`src/rtl/remap_pkg.sv`:
```
// Package shared by the redundancy remapper.
// Holds the state type of the fuse chain loader.
package remap_pkg;
    typedef enum logic {
        LD_FILL = 1'b0,
        LD_DONE = 1'b1
    } ld_state_t;
endpackage

```
`src/rtl/remap_fuse_loader.sv`:
```
// Serial fuse shadow chain receiver.
// It shifts TOTAL qualified bits into a register. The first bit received
// ends up in the MSB. It then locks and raises done.
// Assumes the fuse source presents each bit for one qualified edge.
module remap_fuse_loader #(
    parameter int TOTAL = 96
) (
    input  logic             clk,
    input  logic             rst_n,
    input  logic             fuse_bit,
    input  logic             fuse_vld,
    output logic [TOTAL-1:0] chain,
    output logic             done
);
    import remap_pkg::*;

    localparam int CW = (TOTAL > 1) ? $clog2(TOTAL) : 1;
    localparam logic [CW-1:0] LAST = CW'(TOTAL - 1);

    ld_state_t      state;
    logic [CW-1:0]  cnt;

    // Shift in qualified bits until the last one is captured, then freeze.
    always_ff @(posedge clk) begin
        if (!rst_n) begin
            state <= LD_FILL;
            cnt   <= '0;
            chain <= '0;
        end else if (state == LD_FILL && fuse_vld) begin
            chain <= {chain[TOTAL-2:0], fuse_bit};
            cnt   <= cnt + 1'b1;
            if (cnt == LAST) state <= LD_DONE;
        end
    end

    assign done = (state == LD_DONE);
endmodule

```
`src/rtl/remap_match.sv`:
```
// Address matcher for one bank of repair entries.
// It compares the key against every valid entry. It returns a one-hot
// select of the lowest matching entry and a flag for more than one match.
// Everything is forced to zero while en is low.
module remap_match #(
    parameter int N = 8,
    parameter int W = 8
) (
    input  logic               en,
    input  logic [W-1:0]       key,
    input  logic [N-1:0][W-1:0] ent_addr,
    input  logic [N-1:0]       ent_vld,
    output logic [N-1:0]       sel,
    output logic               multi
);
    logic [N-1:0] hit;

    // One comparator per entry, gated by that entry's valid bit.
    for (genvar g = 0; g < N; g++) begin : g_cmp
        assign hit[g] = en && ent_vld[g] && (ent_addr[g] == key);
    end

    // Keep the lowest set bit; flag when clearing it leaves any bit set.
    always_comb begin
        sel   = hit & (~hit + N'(1));
        multi = (hit & (hit - N'(1))) != '0;
    end
endmodule

```
`src/rtl/remap_colmux.sv`:
```
// Read data steering for column repair.
// It passes the selected spare bit-line when a spare column is chosen,
// otherwise the normal bit-line, and 0 while not enabled.
// Assumes sel is one-hot or zero.
module remap_colmux #(
    parameter int N = 4
) (
    input  logic         en,
    input  logic [N-1:0] sel,
    input  logic         rd_norm,
    input  logic [N-1:0] rd_spare,
    output logic         rd_bit
);
    // Choose the data source for this access.
    always_comb begin
        if (!en)            rd_bit = 1'b0;
        else if (|sel)      rd_bit = |(sel & rd_spare);
        else                rd_bit = rd_norm;
    end
endmodule

```
`src/rtl/redundancy_remap.sv`:
```
// Row and column redundancy remapper.
// It loads the repair entries from the serial fuse chain after reset and
// slices the chain into row and column entries (valid bit, then the address
// MSB first). It then remaps each access combinationally.
// Assumes the fuse chain holds exactly TOTAL bits.
module redundancy_remap #(
    parameter int ROW_W       = 8,
    parameter int COL_W       = 5,
    parameter int N_SPARE_ROW = 8,
    parameter int N_SPARE_COL = 4
) (
    input  logic                   clk,
    input  logic                   rst_n,
    input  logic                   fuse_bit,
    input  logic                   fuse_vld,
    output logic                   rdy,
    input  logic [ROW_W-1:0]       acc_row,
    input  logic [COL_W-1:0]       acc_col,
    output logic                   norm_row_en,
    output logic [N_SPARE_ROW-1:0] spare_row_sel,
    output logic                   row_multi_hit,
    output logic [N_SPARE_COL-1:0] spare_col_sel,
    output logic                   col_multi_hit,
    input  logic                   rd_norm,
    input  logic [N_SPARE_COL-1:0] rd_spare,
    output logic                   rd_bit
);
    localparam int RE_W     = 1 + ROW_W;
    localparam int CE_W     = 1 + COL_W;
    localparam int ROW_BITS = N_SPARE_ROW * RE_W;
    localparam int TOTAL    = ROW_BITS + N_SPARE_COL * CE_W;

    logic [TOTAL-1:0]                   chain;
    logic [N_SPARE_ROW-1:0][ROW_W-1:0]  row_addr;
    logic [N_SPARE_ROW-1:0]             row_vld;
    logic [N_SPARE_COL-1:0][COL_W-1:0]  col_addr;
    logic [N_SPARE_COL-1:0]             col_vld;

    remap_fuse_loader #(.TOTAL(TOTAL)) u_ldr (
        .clk      (clk),
        .rst_n    (rst_n),
        .fuse_bit (fuse_bit),
        .fuse_vld (fuse_vld),
        .chain    (chain),
        .done     (rdy)
    );

    // Row entries sit first in the chain, entry 0 at the top.
    for (genvar g = 0; g < N_SPARE_ROW; g++) begin : g_row
        localparam int HI = TOTAL - 1 - g * RE_W;
        assign row_vld[g]  = chain[HI];
        assign row_addr[g] = chain[HI-1 -: ROW_W];
    end

    // Column entries follow the row entries.
    for (genvar g = 0; g < N_SPARE_COL; g++) begin : g_col
        localparam int HI = TOTAL - 1 - ROW_BITS - g * CE_W;
        assign col_vld[g]  = chain[HI];
        assign col_addr[g] = chain[HI-1 -: COL_W];
    end

    remap_match #(.N(N_SPARE_ROW), .W(ROW_W)) u_row (
        .en       (rdy),
        .key      (acc_row),
        .ent_addr (row_addr),
        .ent_vld  (row_vld),
        .sel      (spare_row_sel),
        .multi    (row_multi_hit)
    );

    remap_match #(.N(N_SPARE_COL), .W(COL_W)) u_col (
        .en       (rdy),
        .key      (acc_col),
        .ent_addr (col_addr),
        .ent_vld  (col_vld),
        .sel      (spare_col_sel),
        .multi    (col_multi_hit)
    );

    remap_colmux #(.N(N_SPARE_COL)) u_mux (
        .en       (rdy),
        .sel      (spare_col_sel),
        .rd_norm  (rd_norm),
        .rd_spare (rd_spare),
        .rd_bit   (rd_bit)
    );

    // The normal row is used only when ready and no spare row is taken.
    assign norm_row_en = rdy && (spare_row_sel == '0);
endmodule

```
`config.mk`:
```
export PLATFORM = sky130hd
export DESIGN_NAME = redundancy_remap
export DESIGN_NICKNAME = d
export VERILOG_FILES = /design/src/rtl/remap_pkg.sv /design/src/rtl/remap_fuse_loader.sv /design/src/rtl/remap_match.sv /design/src/rtl/remap_colmux.sv /design/src/rtl/redundancy_remap.sv
export SDC_FILE = /design/constraint.sdc
export NUM_CORES = 1
export LEC_CHECK = 0
export BUFFER_PORTS_ARGS = -buffer_cell sky130_fd_sc_hd__buf_2
export CORE_ASPECT_RATIO = 0.75
export CORE_MARGIN = 5
export CORE_UTILIZATION = 40
export CTS_BUF_LIST = sky130_fd_sc_hd__clkbuf_8
export DETAILED_ROUTE_END_ITERATION = 6
export PLACE_DENSITY = 0.64
export SETUP_SLACK_MARGIN = 0.15
export SYNTH_ARGS = -nofsm -noshare
export SYNTH_HDL_FRONTEND = slang
export SYNTH_HIERARCHICAL = 1
export SYNTH_SLANG_ARGS = --single-unit
```
`constraint.sdc`:
```
create_clock -name clk -period 4.1 [get_ports clk]
set_input_delay 0.82 -clock clk [delete_from_list [all_inputs] [get_ports clk]]
set_output_delay 0.82 -clock clk [all_outputs]
set_load 0.01 [all_outputs]
```
# Word level (Yosys, flattened, before mapping)
# Index checks and enable logic that the tools add are counted.
# word_totals
register_bits	104
latch_bits	0
ram_bits	0
romBits	0
in_bits	22
output_inout_bits	17
wordCells	63
n_memories	0
# op_classes
n_addsub	5
mul	0
div	0
magnitude_cmp	0
eq_ne	13
shift	0
n_mux	2
n_bitwise	8
reduce_logical	32
# ops
op	count
8-bit equality test	8
1-bit logical AND	26
5-bit equality test	4
8-bit bitwise AND	2
4-bit bitwise AND	3
8-bit by 1-bit adder with 8-bit output, second input constant	1
8-bit zero test	1
8-bit NOT	1
8-bit nonzero test	1
4-bit OR reduction	2
8-bit by 1-bit subtractor with 8-bit output, second input constant	1
7-bit by 1-bit adder with 7-bit output, second input constant	1
7-bit equality test, second input constant	1
4-bit by 1-bit adder with 4-bit output, second input constant	1
4-bit NOT	1
4-bit nonzero test	1
4-bit by 1-bit subtractor with 4-bit output, second input constant	1
1-bit two-way mux	2
2-bit AND reduction	1
1-bit NOT	1

# Depth between registers and ports, before layout
# logic_depth
word_depth	9
mapped_depth	9
ltp_nobuf	8

# Hierarchy
# The synthesis kept the hierarchy.
# by_module_without_submodules
mod	n_inst	cells_per_inst	area_per_inst_um2	seq_area_each_um2
remap_fuse_loader	1	458	3918.8	2082.0
remap_match at u_row	1	123	999.7	0.0
remap_match at u_col	1	39	292.8	0.0
remap_colmux	1	6	41.3	0.0
redundancy_remap	1	3	28.8	0.0

# Worst setup path before layout
# No wires, ideal clock.
# synth_path
path_type	input -> output
from	in acc_row[3]
to	out norm_row_en
t_arrival_ps	2821
required_time_ps	3280
path_slack_ps	459
stages	8
n_path_buf	1
cell_sequence	buf_2 xnor2_1 nand3_1 nor3_2 nand2b_1 nor3_1 or4b_1 nor4_2
# synth_via
elab_chain_cells	7
elab_cells_between_ends	21
cone_classes	1 x add/sub; 8 x eq/ne; 2 x bitwise; 10 x reduce/logical
# synth_lines
element	line	rtl
start, declared	redundancy_remap.sv:17	input logic [ROW_W-1:0] acc_row,
8-bit equality test *	remap_match.sv:20	assign hit[g] = en && ent_vld[g] && (ent_addr[g] == key);
1-bit logical AND *	remap_match.sv:20	
8-bit NOT	remap_match.sv:25	sel = hit & (~hit + N'(1));
8-bit by 1-bit adder with 8-bit output	remap_match.sv:25	
8-bit bitwise AND *	remap_match.sv:25	
net spare_row_sel[0]	redundancy_remap.sv:20	output logic [N_SPARE_ROW-1:0] spare_row_sel,
8-bit zero test *	redundancy_remap.sv:89	assign norm_row_en = rdy && (spare_row_sel == '0);
1-bit logical AND *	redundancy_remap.sv:89	
end, declared	redundancy_remap.sv:19	output logic norm_row_en,
# The timed path passes the listed nets; every way through them passes the cells marked *.

# Worst setup path in the final report
# layout_path
from	in acc_row[4]
to	out norm_row_en
# layout_via
elab_chain_cells	7
elab_cells_between_ends	21
cone_classes	1 x add/sub; 8 x eq/ne; 2 x bitwise; 10 x reduce/logical
# layout_lines
element	line
8-bit equality test	remap_match.sv:20
1-bit logical AND	remap_match.sv:20
8-bit NOT	remap_match.sv:25
8-bit by 1-bit adder with 8-bit output	remap_match.sv:25
8-bit bitwise AND *	remap_match.sv:25
8-bit zero test *	redundancy_remap.sv:89
1-bit logical AND *	redundancy_remap.sv:89
# Every way passes the cells marked *; elsewhere a longest branch is shown, timed or not.

==> metrics <==
fin cells=822; Root Driver=clkbuf_8; GR Util All Layers=0.159; top cells by area, synth=dfxtp_1, nand2_1, a21boi_1, xor2_1, xnor2_1; most frequent cell after synthesis=nand2_1; DR vias=4123; Worst Tran Pin Value=1060 ps; Pins Over Slew Limit=0; DP Area=0.00550 mm²; WL final=11900 µm; CTS tree=done; CP Cell Sequence=buf_2 > xor2_2 > nor4_4 > nand3_2 > nand2_2 > nor4b_1 > nor3b_1 > or4b_1 > nor4_2 > buf_2; Design Area, Final=0.00571 mm²; Slowest-stage cell, CP=or4b_1; EDFF count, synth=0; CORE AREA=0.0130 mm²; row cnt=36; Required @ worst endpoint=3280 ps; Total Nets Final=669; remaining antenna violation count after routing=0; Final Hold Viols=0; Syn Area/Cell=8.40 µm²; Die H=110 µm; first-pass GRT wire length=20000 µm; H-tree depth=3; WL/cell=14.5 µm; Syn Nets=652; CTS sink count=104; critical path class=primary input to output pin; Main synth FF type=dfxtp_1; Die ar.=0.0156 mm²; crit-path max FO=8; GPL Wtd Cong=0.832; antenna violations before repair=0; sequential share of the synthesized area=0.394; Worst VDD drop=211 µV; hold_buf cts=0; latest clock arrival within the worst-skew pair=360 ps; final setup violation count=0; Critical Path Start Type=primary input; Port-buffer cells=38; antenna cell count=0; placed insts=802; Commonest cells post-synth=nand2_1, dfxtp_1, a21boi_1; Pleak=2.06 nW; Hold/Removal Path Class=register to register; Synth Cell Area=0.00528 mm²; clk_skew=11.2 ps; post-synthesis cell type count=45; DRT iter0 DRCs=337; unrepaired setup endpoints after global routing=false; # DRC=0; maximum clock path buffer count=2; vias in the first global route=3984; Max Clock Freq=262 MHz; crit share post-route=0.929; ys async rst share=0; area overhead of the layout relative to synthesis=8.10%; Avg Vias per Cell=5.02; CP endpoint kind=output pin; worst hold slack=474 ps; Max-Cap Viols=0; dpl hpwl=8220 µm; Worst path max stage delay=550 ps; status=finished clean; Worst Path Arrival=2990 ps; area share of the largest cell type after synthesis=0.394; Clock transition at path regs=90 ps; max_slew headroom=0.295; most used cell, CP=buf_2; Post-Synthesis Cells=629; final core occ=0.440; pwr/cell area=302 mW/mm²; Yosys reg bits=104; Ys Warns=6; IO Count=39; Starting Density=0.407; global route total overflow=0; final setup TNS=0 ps; CTS Buf Count=9; post-synth top area cell=dfxtp_1; width of the die=143 µm; Period minus WS final=3810 ps; layout cell share with drive strength beyond 1=0.127; DR pass1 iterations=4; pin count of the biggest net entering global routing=101
routing by layer:
metal	vias to the layer above	share of wire	GRT usage
met5	-	0	0
met4	0	0.0085	0.0299
met3	10	0.038	0.0400
met2	54	0.45	0.249
met1	1950	0.50	0.223
li1	2109	-	-
layout by cell type (no fill, tap or decap), drive strengths merged, types with 7 or more instances in the layout:
cell	instances
a21boi	97
and3	8
buf	48
clkbuf	9
dfxtp	104
nand2	203
nand2b	7
nand3	12
nand4	8
nor2	7
nor3	11
nor4	12
xnor2	32
xor2	54
path summary, 6_finish.rpt:
check	from	endpoint	slack, ps	cells past startpoint
hold / removal	u_ldr/chain[11]	u_ldr/chain[12]	470	2
hold reg to reg	u_ldr/chain[11]	u_ldr/chain[12]	470	2
setup / recovery	acc_row[4]	norm_row_en	290	10
setup reg to reg	u_ldr/done	u_ldr/chain[74]	1980	4
stage by stage:
| step | worst slack [ps] | total power, mW |
|---|---|---|
| after global routing | 124 | 1.81 |
| after CTS | 246 | 1.75 |
| after detailed placement | 260 | 1.18 |
| after global placement | 349 | 1.18 |
| final | 289 | 1.72 |
| after floorplan | 459 | 1.15 |
report_power, final:
part	leakage (nW)	switching (mW)	internal [mW]	total (mW)
logic	1.13	0.0875	0.0519	0.139
clock network	0.0924	0.348	0.222	0.570
registers	0.838	0.00341	1.01	1.02
total	2.06	0.439	1.29	1.72
worst max-delay path: cells and delay by family:
kind	cells	cell delay, ps
buf+inv	2	360
xor+xnor	1	220
simple gates	7	1570
sequential cells by signal, summed over array words and instances (netlist names):
signal,flops
u_ldr/chain,96
u_ldr/cnt,7
u_ldr/done,1
what timing repair did:
item                                    4_1_cts  5_1_grt
resized for setup                             0        2
hold endpoints to repair                      0        0
endpoints found under the setup margin        0        1
buffers inserted                              0        4
final cells by class:
class	instances	area, µm²
Sequential cell	104	2080
Clock buffer	9	124
Clock inverter	7	50.0
Inverter	2	7.51
Multi-Input combinational cell	481	2970
Timing Repair Buffer	48	265
Fill cell	1296	7260
Tap cell	171	214
logic make-up after synthesis:
kind of cell,share of synthesized area
and+or+nand+nor,0.244
AOI/OAI and AO/OA,0.159
DFF,0.394
xor gates and xnor gates,0.144
buffers and inverters,0.0479
muxes,0.00569
adders and majority gates,0.00450
Note: power is estimated with default switching activity, not from simulation.
